==> src/rtl/vls_pkg.sv <==
package vls_pkg;

    typedef enum logic [1:0] {
        ST_IDLE,
        ST_SKIP,
        ST_ISSUE,
        ST_DONE
    } vls_state_e;

    localparam int SIDE_SRC = 0;
    localparam int SIDE_DST = 1;
    localparam int NUM_SIDES = 2;

endpackage

==> src/rtl/vls_walker.sv <==
module vls_walker #(
    parameter int MAX_VL = 64,
    parameter int VL_W   = $clog2(MAX_VL + 1)
) (
    input  logic              clk,
    input  logic              rst_n,
    input  logic              clear_i,
    input  logic              skip_i,
    input  logic              step_i,
    input  logic              is_vec_i,
    input  logic [VL_W-1:0]   vl_i,
    input  logic [MAX_VL-1:0] mask_i,
    output logic [VL_W-1:0]   idx_o,
    output logic              ok_o,
    output logic              exh_o
);
    localparam int MIW = $clog2(MAX_VL);

    logic [VL_W-1:0] idx_q;
    logic            bit_live;

    assign exh_o    = (idx_q >= vl_i);
    assign bit_live = mask_i[idx_q[MIW-1:0]];
    assign ok_o     = !is_vec_i || exh_o || bit_live;
    assign idx_o    = idx_q;

    always_ff @(posedge clk) begin
        if (!rst_n || clear_i) begin
            idx_q <= '0;
        end else if (skip_i && is_vec_i && !exh_o && !bit_live) begin
            idx_q <= idx_q + 1'b1;
        end else if (step_i && is_vec_i) begin
            idx_q <= idx_q + 1'b1;
        end
    end
endmodule

==> src/rtl/vls_addr_gen.sv <==
module vls_addr_gen #(
    parameter int ADDR_W = 64,
    parameter int DISP_W = 16,
    parameter int VL_W   = 7
) (
    input  logic [ADDR_W-1:0] base_i,
    input  logic [ADDR_W-1:0] index_i,
    input  logic [DISP_W-1:0] disp_i,
    input  logic              indexed_i,
    input  logic              elem_stride_i,
    input  logic [1:0]        width_i,
    input  logic [VL_W-1:0]   src_idx_i,
    output logic [ADDR_W-1:0] addr_o
);
    logic [ADDR_W-1:0] sdisp;
    logic [ADDR_W-1:0] idx_ext;
    logic [ADDR_W-1:0] unit_off;
    logic [ADDR_W-1:0] elem_off;

    assign sdisp    = {{(ADDR_W-DISP_W){disp_i[DISP_W-1]}}, disp_i};
    assign idx_ext  = {{(ADDR_W-VL_W){1'b0}}, src_idx_i};
    assign unit_off = sdisp + (idx_ext << width_i);
    assign elem_off = idx_ext * sdisp;

    always_comb begin
        if (indexed_i) begin
            addr_o = base_i + index_i;
        end else if (elem_stride_i) begin
            addr_o = base_i + elem_off;
        end else begin
            addr_o = base_i + unit_off;
        end
    end
endmodule

==> src/rtl/vls_ctrl.sv <==
module vls_ctrl
    import vls_pkg::*;
(
    input  logic clk,
    input  logic rst_n,
    input  logic start_i,
    input  logic src_ok_i,
    input  logic dst_ok_i,
    input  logic src_exh_i,
    input  logic dst_exh_i,
    input  logic both_scalar_i,
    input  logic ready_i,
    output logic load_o,
    output logic skip_o,
    output logic step_o,
    output logic valid_o,
    output logic done_o
);
    vls_state_e state_q, state_d;

    always_ff @(posedge clk) begin
        if (!rst_n) begin
            state_q <= ST_IDLE;
        end else begin
            state_q <= state_d;
        end
    end

    always_comb begin
        state_d = state_q;
        unique case (state_q)
            ST_IDLE: begin
                if (start_i) state_d = ST_SKIP;
            end
            ST_SKIP: begin
                if (src_exh_i || dst_exh_i) begin
                    state_d = ST_DONE;
                end else if (src_ok_i && dst_ok_i) begin
                    state_d = ST_ISSUE;
                end
            end
            ST_ISSUE: begin
                if (ready_i) begin
                    state_d = both_scalar_i ? ST_DONE : ST_SKIP;
                end
            end
            ST_DONE: begin
                state_d = ST_IDLE;
            end
            default: state_d = ST_IDLE;
        endcase
    end

    always_comb begin
        load_o  = 1'b0;
        skip_o  = 1'b0;
        step_o  = 1'b0;
        valid_o = 1'b0;
        done_o  = 1'b0;
        unique case (state_q)
            ST_IDLE:  load_o  = start_i;
            ST_SKIP:  skip_o  = 1'b1;
            ST_ISSUE: begin
                valid_o = 1'b1;
                step_o  = ready_i;
            end
            ST_DONE:  done_o  = 1'b1;
            default: ;
        endcase
    end
endmodule

==> src/rtl/vec_ldst_seq.sv <==
module vec_ldst_seq
    import vls_pkg::*;
#(
    parameter int ADDR_W = 64,
    parameter int DISP_W = 16,
    parameter int MAX_VL = 64,
    parameter int VL_W   = $clog2(MAX_VL + 1)
) (
    input  logic              clk,
    input  logic              rst_n,
    input  logic              start_i,
    input  logic [VL_W-1:0]   vl_i,
    input  logic [ADDR_W-1:0] base_i,
    input  logic [ADDR_W-1:0] index_i,
    input  logic [DISP_W-1:0] disp_i,
    input  logic              indexed_i,
    input  logic              elem_stride_i,
    input  logic [1:0]        width_i,
    input  logic              src_vec_i,
    input  logic              dst_vec_i,
    input  logic [MAX_VL-1:0] src_mask_i,
    input  logic [MAX_VL-1:0] dst_mask_i,
    output logic              req_valid_o,
    input  logic              req_ready_i,
    output logic [ADDR_W-1:0] req_addr_o,
    output logic [VL_W-1:0]   req_src_idx_o,
    output logic [VL_W-1:0]   req_dst_idx_o,
    output logic              done_o
);
    localparam logic [VL_W-1:0] VL_CAP = VL_W'(MAX_VL);

    logic              load, skip, step;
    logic [ADDR_W-1:0] base_q, index_q;
    logic [DISP_W-1:0] disp_q;
    logic              indexed_q, elem_stride_q;
    logic [1:0]        width_q;
    logic [VL_W-1:0]   vl_q;
    logic              src_vec_q, dst_vec_q;
    logic [MAX_VL-1:0] src_mask_q, dst_mask_q;

    logic [NUM_SIDES-1:0]            side_vec, side_ok, side_exh;
    logic [NUM_SIDES-1:0][MAX_VL-1:0] side_mask;
    logic [NUM_SIDES-1:0][VL_W-1:0]  side_idx;

    always_ff @(posedge clk) begin
        if (!rst_n) begin
            base_q        <= '0;
            index_q       <= '0;
            disp_q        <= '0;
            indexed_q     <= 1'b0;
            elem_stride_q <= 1'b0;
            width_q       <= '0;
            vl_q          <= '0;
            src_vec_q     <= 1'b0;
            dst_vec_q     <= 1'b0;
            src_mask_q    <= '0;
            dst_mask_q    <= '0;
        end else if (load) begin
            base_q        <= base_i;
            index_q       <= index_i;
            disp_q        <= disp_i;
            indexed_q     <= indexed_i;
            elem_stride_q <= elem_stride_i;
            width_q       <= width_i;
            vl_q          <= (vl_i > VL_CAP) ? VL_CAP : vl_i;
            src_vec_q     <= src_vec_i;
            dst_vec_q     <= dst_vec_i;
            src_mask_q    <= src_mask_i;
            dst_mask_q    <= dst_mask_i;
        end
    end

    assign side_vec[SIDE_SRC]  = src_vec_q;
    assign side_vec[SIDE_DST]  = dst_vec_q;
    assign side_mask[SIDE_SRC] = src_mask_q;
    assign side_mask[SIDE_DST] = dst_mask_q;

    for (genvar g = 0; g < NUM_SIDES; g++) begin : g_side
        vls_walker #(
            .MAX_VL (MAX_VL),
            .VL_W   (VL_W)
        ) u_walk (
            .clk      (clk),
            .rst_n    (rst_n),
            .clear_i  (load),
            .skip_i   (skip),
            .step_i   (step),
            .is_vec_i (side_vec[g]),
            .vl_i     (vl_q),
            .mask_i   (side_mask[g]),
            .idx_o    (side_idx[g]),
            .ok_o     (side_ok[g]),
            .exh_o    (side_exh[g])
        );
    end

    vls_ctrl u_ctrl (
        .clk           (clk),
        .rst_n         (rst_n),
        .start_i       (start_i),
        .src_ok_i      (side_ok[SIDE_SRC]),
        .dst_ok_i      (side_ok[SIDE_DST]),
        .src_exh_i     (side_exh[SIDE_SRC]),
        .dst_exh_i     (side_exh[SIDE_DST]),
        .both_scalar_i (!src_vec_q && !dst_vec_q),
        .ready_i       (req_ready_i),
        .load_o        (load),
        .skip_o        (skip),
        .step_o        (step),
        .valid_o       (req_valid_o),
        .done_o        (done_o)
    );

    vls_addr_gen #(
        .ADDR_W (ADDR_W),
        .DISP_W (DISP_W),
        .VL_W   (VL_W)
    ) u_addr (
        .base_i        (base_q),
        .index_i       (index_q),
        .disp_i        (disp_q),
        .indexed_i     (indexed_q),
        .elem_stride_i (elem_stride_q),
        .width_i       (width_q),
        .src_idx_i     (side_idx[SIDE_SRC]),
        .addr_o        (req_addr_o)
    );

    assign req_src_idx_o = side_idx[SIDE_SRC];
    assign req_dst_idx_o = side_idx[SIDE_DST];
endmodule

==> config.mk <==
export PLATFORM = sky130hd
export DESIGN_NAME = vec_ldst_seq
export DESIGN_NICKNAME = d
export VERILOG_FILES = /design/src/rtl/vls_pkg.sv /design/src/rtl/vls_walker.sv /design/src/rtl/vls_addr_gen.sv /design/src/rtl/vls_ctrl.sv /design/src/rtl/vec_ldst_seq.sv
export SDC_FILE = /design/constraint.sdc
export NUM_CORES = 1
export LEC_CHECK = 0
export BUFFER_PORTS_ARGS = -buffer_cell sky130_fd_sc_hd__buf_2
export CORE_MARGIN = 2
export CORE_UTILIZATION = 50
export CTS_CLUSTER_DIAMETER = 50
export DETAILED_ROUTE_END_ITERATION = 7
export PLACE_DENSITY = 0.7
export RECOVER_POWER = 25
export SLEW_MARGIN = 5
export SYNTH_ARGS = -nofsm -noshare
export SYNTH_HDL_FRONTEND = slang
export SYNTH_SLANG_ARGS = --single-unit
==> constraint.sdc <==
create_clock -name clk -period 12.6 [get_ports clk]
set_input_delay 2.52 -clock clk [delete_from_list [all_inputs] [get_ports clk]]
set_output_delay 2.52 -clock clk [all_outputs]
set_load 0.05 [all_outputs]
==> flow_results.org <==
** Clocking
- H-Tree Depth :: 2
- The number of setup buffers added after CTS is 0.
- Clock tree synthesis inserted a total of 36 buffers.
- In this run, post-CTS repair resized a total of 0 instances.
- Clock-pin slew reported for the worst setup and hold paths after clock tree synthesis :: 0.06 ns
- CTS tree :: done
- CTS placed an instance of sky130_fd_sc_hd__clkbuf_16 at the clock tree root.
- The later pin in the worst-skew pair is clocked with a latency of 0.61 ns.
- Post-CTS Hold Fix Bufs :: 0
- The clock passes through at most 3 buffers.
- Clock tree synthesis found a total of 301 sinks.

** Routing
- Dividing the detail-routed via count by the number of cells gives 5.77.
- TritonRoute pass-1 iters :: 5
- Across all layers, the routed design uses 28.1k vias.
- Antenna-violating nets left :: 0
- Count of routing violations after the opening detailed-route iteration :: 1872
- Wires add up to 93600 um.
- Wire length per cell after detailed routing :: between 15 and 20 um
- After detailed routing, the number of remaining DRC violations is 0.

** Timing
- Setup total negative slack on the finished layout was measured at 0 ns.
- Setup violations, final :: 0
- Count of final max-slew check failures :: ~210
- Clock skew on the completed layout was measured at 0.0384 ns.
- Post-route fraction of the period consumed by the critical path :: 95.3%
- Worst slew pin tran :: 3.57 ns
- Shortest clock period the worst path allows after layout :: 12.01 ns
- Relative max-transition margin :: -138%
- Hold Worst Slack :: 0.461 ns
- Setup repair after global routing left no endpoint under its margin.
- Static timing analysis puts the maximum clock frequency at 83.3 MHz.
- Count of final hold-check violations :: 0

** Synth
- In the synthesized netlist the async set-or-reset flop fraction comes to 0%.
- Syn Inst Count :: between 3k and 4k
- During synthesis, Yosys emitted a total of 0 warnings.
- Yosys mapped a number of flops with a built-in enable equal to 0.
- Distinct cell type count after synthesis :: 81
- The biggest area contributor in the post-synthesis netlist is sky130_fd_sc_hd__dfxtp_1.
- Of the post-synthesis cell area, the dominant cell type holds 20.3%.
- By area the synthesized netlist is led by sky130_fd_sc_hd__dfxtp_1 (20%), sky130_fd_sc_hd__ha_1 (13%), sky130_fd_sc_hd__nand2_1 (9.8%).
- Library cell with the highest instance count after synthesis :: sky130_fd_sc_hd__nand2_1
- Average footprint of a synthesized cell :: 7.73 um^2
- Post-Synthesis Net Count :: 4531
- Sequential area share after synthesis :: about 20%
- The synthesized design contains 301 register bits.
- The cell area that synthesis handed to floorplanning was 29600 um^2.
- The commonest cells after synthesis are sky130_fd_sc_hd__nand2_1 (771), sky130_fd_sc_hd__a21oi_1 (308), sky130_fd_sc_hd__ha_1 (308).
- Most used flip-flop cell after synthesis :: sky130_fd_sc_hd__dfxtp_1

** Setup path
- The most critical setup path has its startpoint at g_side[0].u_walk.idx_o[3].
- RR Endpoint :: base_q[18]
- The critical path in this run is classified as flop to primary output.
- The worst register-to-register path has a setup slack of about 6.6 ns.
- Type of element launching the critical path :: flop
- The kind of cell with the highest combined delay along the critical path is compound AO/OA/AOI/OAI gates.
- For the worst setup path, the data arrival time is 9.49 ns.
- The worst setup path is captured at a primary output.
- Start of the worst register-to-register path :: u_ctrl.state_q[1]
- Reg2Reg Depth :: 6
- Slowest library cell on the worst path :: sky130_fd_sc_hd__dfxtp_1
- The largest single stage delay on the critical path is 0.75 ns.
- Buffering stage count on the worst path with inverters included :: 3
- Most common cell type on the critical path :: sky130_fd_sc_hd__a21o_1
- Following the worst setup path forward leads to its endpoint at req_addr_o[56].
- Worst endpoint required time :: about 10 ns
- Total number of cells along the worst setup path :: 30
- Largest fanout of any net on the critical path :: 20

** Status
- The run finished, with violations left.
- Violated checks :: capacitance limit, slew limit

** Final layout
- In the final layout, the share of cells above drive strength 1 is 12.9%.
- Count of non-filler cells in the finished layout :: about 5k
- The final layout contains around 4.8k nets.
- After routing the design area is 33100 um^2.
- From synthesis to final layout, the design area changed by 11.8%.

** Floorplanning
- The floorplan has between 80 and 90 rows.
- Measured along the x axis, the die boundary spans 247 um.
- The total area inside the core boundary comes to 58800 um^2.
- The die covers 61300 um^2.
- Initial Util :: 50.4%
- The die is 247 um tall.
- For this design the top-level I/O count stands at 369.

** Power and ir drop
- Maximum vdd drop :: between 100 and 150 uV
- Combinational fraction of design power :: 32.2%
- Leakage dissipation :: 15.1 nW
- Pint :: 1.99 mW
- Of the total power, the share spent switching nets is between 30% and 40%.
- After layout, the design draws a total of ~3.2 mW.
- Share of total power in sequential cells :: 34.4%
- Ratio of total power to cell area :: slightly below 100 nW/um^2
- Clock network fraction of total power :: 33.4%
- Summed over all nets, the switching power comes to 1.24 mW.

** Place
- Placed cell count :: roughly 4.8k
- HPWL Detailed :: 73900 um
- The congestion estimate from routability-driven global placement came to between 0.9 and 1.
- Placed Instance Area :: ~32000 um^2
- Number of buffer cells added on primary ports :: 368

** Global routing
- Vias in the first global route :: 27.0k
- The initial antenna violation count was 20.
- For this run, the total global-route usage over all layers was measured as 29.9%.
- Final global-route overflow total :: 0
- The first global-routing pass estimated around 150000 um of wire.
- Maximum number of pins on one net before global-route repair :: 140

** Worst hold path
- The min-delay analysis places its worst path in the category flop to flop.

** Run
- Max-cap violations in this run came to 3.
-- cell type report --
type                       count  area [um^2]
sequential                   301         6030
antenna                        8         20.0
clock buffer                  45          975
inverter                     197          739
tap                          773          967
clock inverter                17          234
timing repair buffer         398         2060
fill                        5668        25700
multi-input combinational   3131        22100
-- stage by stage --
step,worst slack [ns],util (%)
2_1_floorplan,0.173,-
3_3_place_gp,1.41,54.3
3_5_place_dp,1.33,54.3
4_1_cts,0.651,56.4
5_1_grt,0.0231,56.3
6_report,0.589,56.4
-- routing by layer --
metal / part of all wire, % / up-vias / GRT usage (%)
li1: - / 13900 / -
met1: 44 / 13300 / 38.3
met2: 47 / 762 / 50.7
met3: 6.9 / 160 / 6.08
met4: 2.8 / 28 / 8.54
met5: 0.18 / - / 0
-- registers in the layout (all words and copies together) (netlist names), 2 cells and up --
| name | cells |
|---|---|
| dst_mask_q | 64 |
| u_ctrl.state_q | 2 |
| g_side.u_walk.idx_o | 14 |
| base_q | 64 |
| vl_q | 7 |
| width_q | 2 |
| disp_q | 16 |
| src_mask_q | 64 |
| index_q | 64 |
-- cells by family after synthesis --
family | Yosys count | share of synthesized area (%)
mux | 62 | 3.89
xor+xnor | 204 | 6.03
compound gates | 1140 | 25.3
buf+inv | 403 | 5.16
fa+ha+maj | 407 | 19.7
simple gates | 1318 | 19.6
flops | 301 | 20.3
-- cells in the final DEF, fill, tap and decap left out, drive strengths merged, types with 15 or more instances in the layout --
master,instances
mux2i,15
a31oi,27
and2,109
a21oi,308
o31ai,21
o21ai,157
nand2,772
inv,199
a21boi,294
xnor2,122
nor2,187
nand4,50
and3,18
nand2b,25
mux4,42
nand3,42
a211oi,49
buf,394
xor2,82
ha,308
o211ai,27
dfxtp,301
o21a,26
fa,99
o21bai,44
nor2b,22
nor3,39
clkbuf,49
a21o,103
-- worst min-delay path by stage --
stage / from / endpoint / slack, ns / depth (start not counted)
after global placement: dst_mask_q[50] / dst_mask_q[50] / 0.45 / 2
after floorplan: dst_mask_q[10] / dst_mask_q[10] / 0.44 / 2
after CTS: dst_mask_q[39] / dst_mask_q[39] / 0.46 / 2
after global routing: dst_mask_q[39] / dst_mask_q[39] / 0.48 / 2
final: dst_mask_q[39] / dst_mask_q[39] / 0.46 / 2
after detailed placement: dst_mask_q[39] / dst_mask_q[39] / 0.46 / 2
-- worst reg2reg max path, delay by kind of cell, from the launching register on --
family	cells	cell delay (ns)
DFF	1	0.35
buffers and inverters	2	3.18
and+or+nand+nor	3	2.23
AOI/OAI and AO/OA	1	0.18
-- power groups by stage --
stage	combinational [mW]	clock (mW)	sequential, mW
4_1_cts	1.03	1.10	1.11
3_5_place_dp	1.02	0	1.13
6_report	1.04	1.08	1.11
2_1_floorplan	0.747	0	1.09
3_3_place_gp	1.02	0	1.13
5_1_grt	1.13	1.14	1.12
Note: power is estimated with default switching activity, not from simulation.
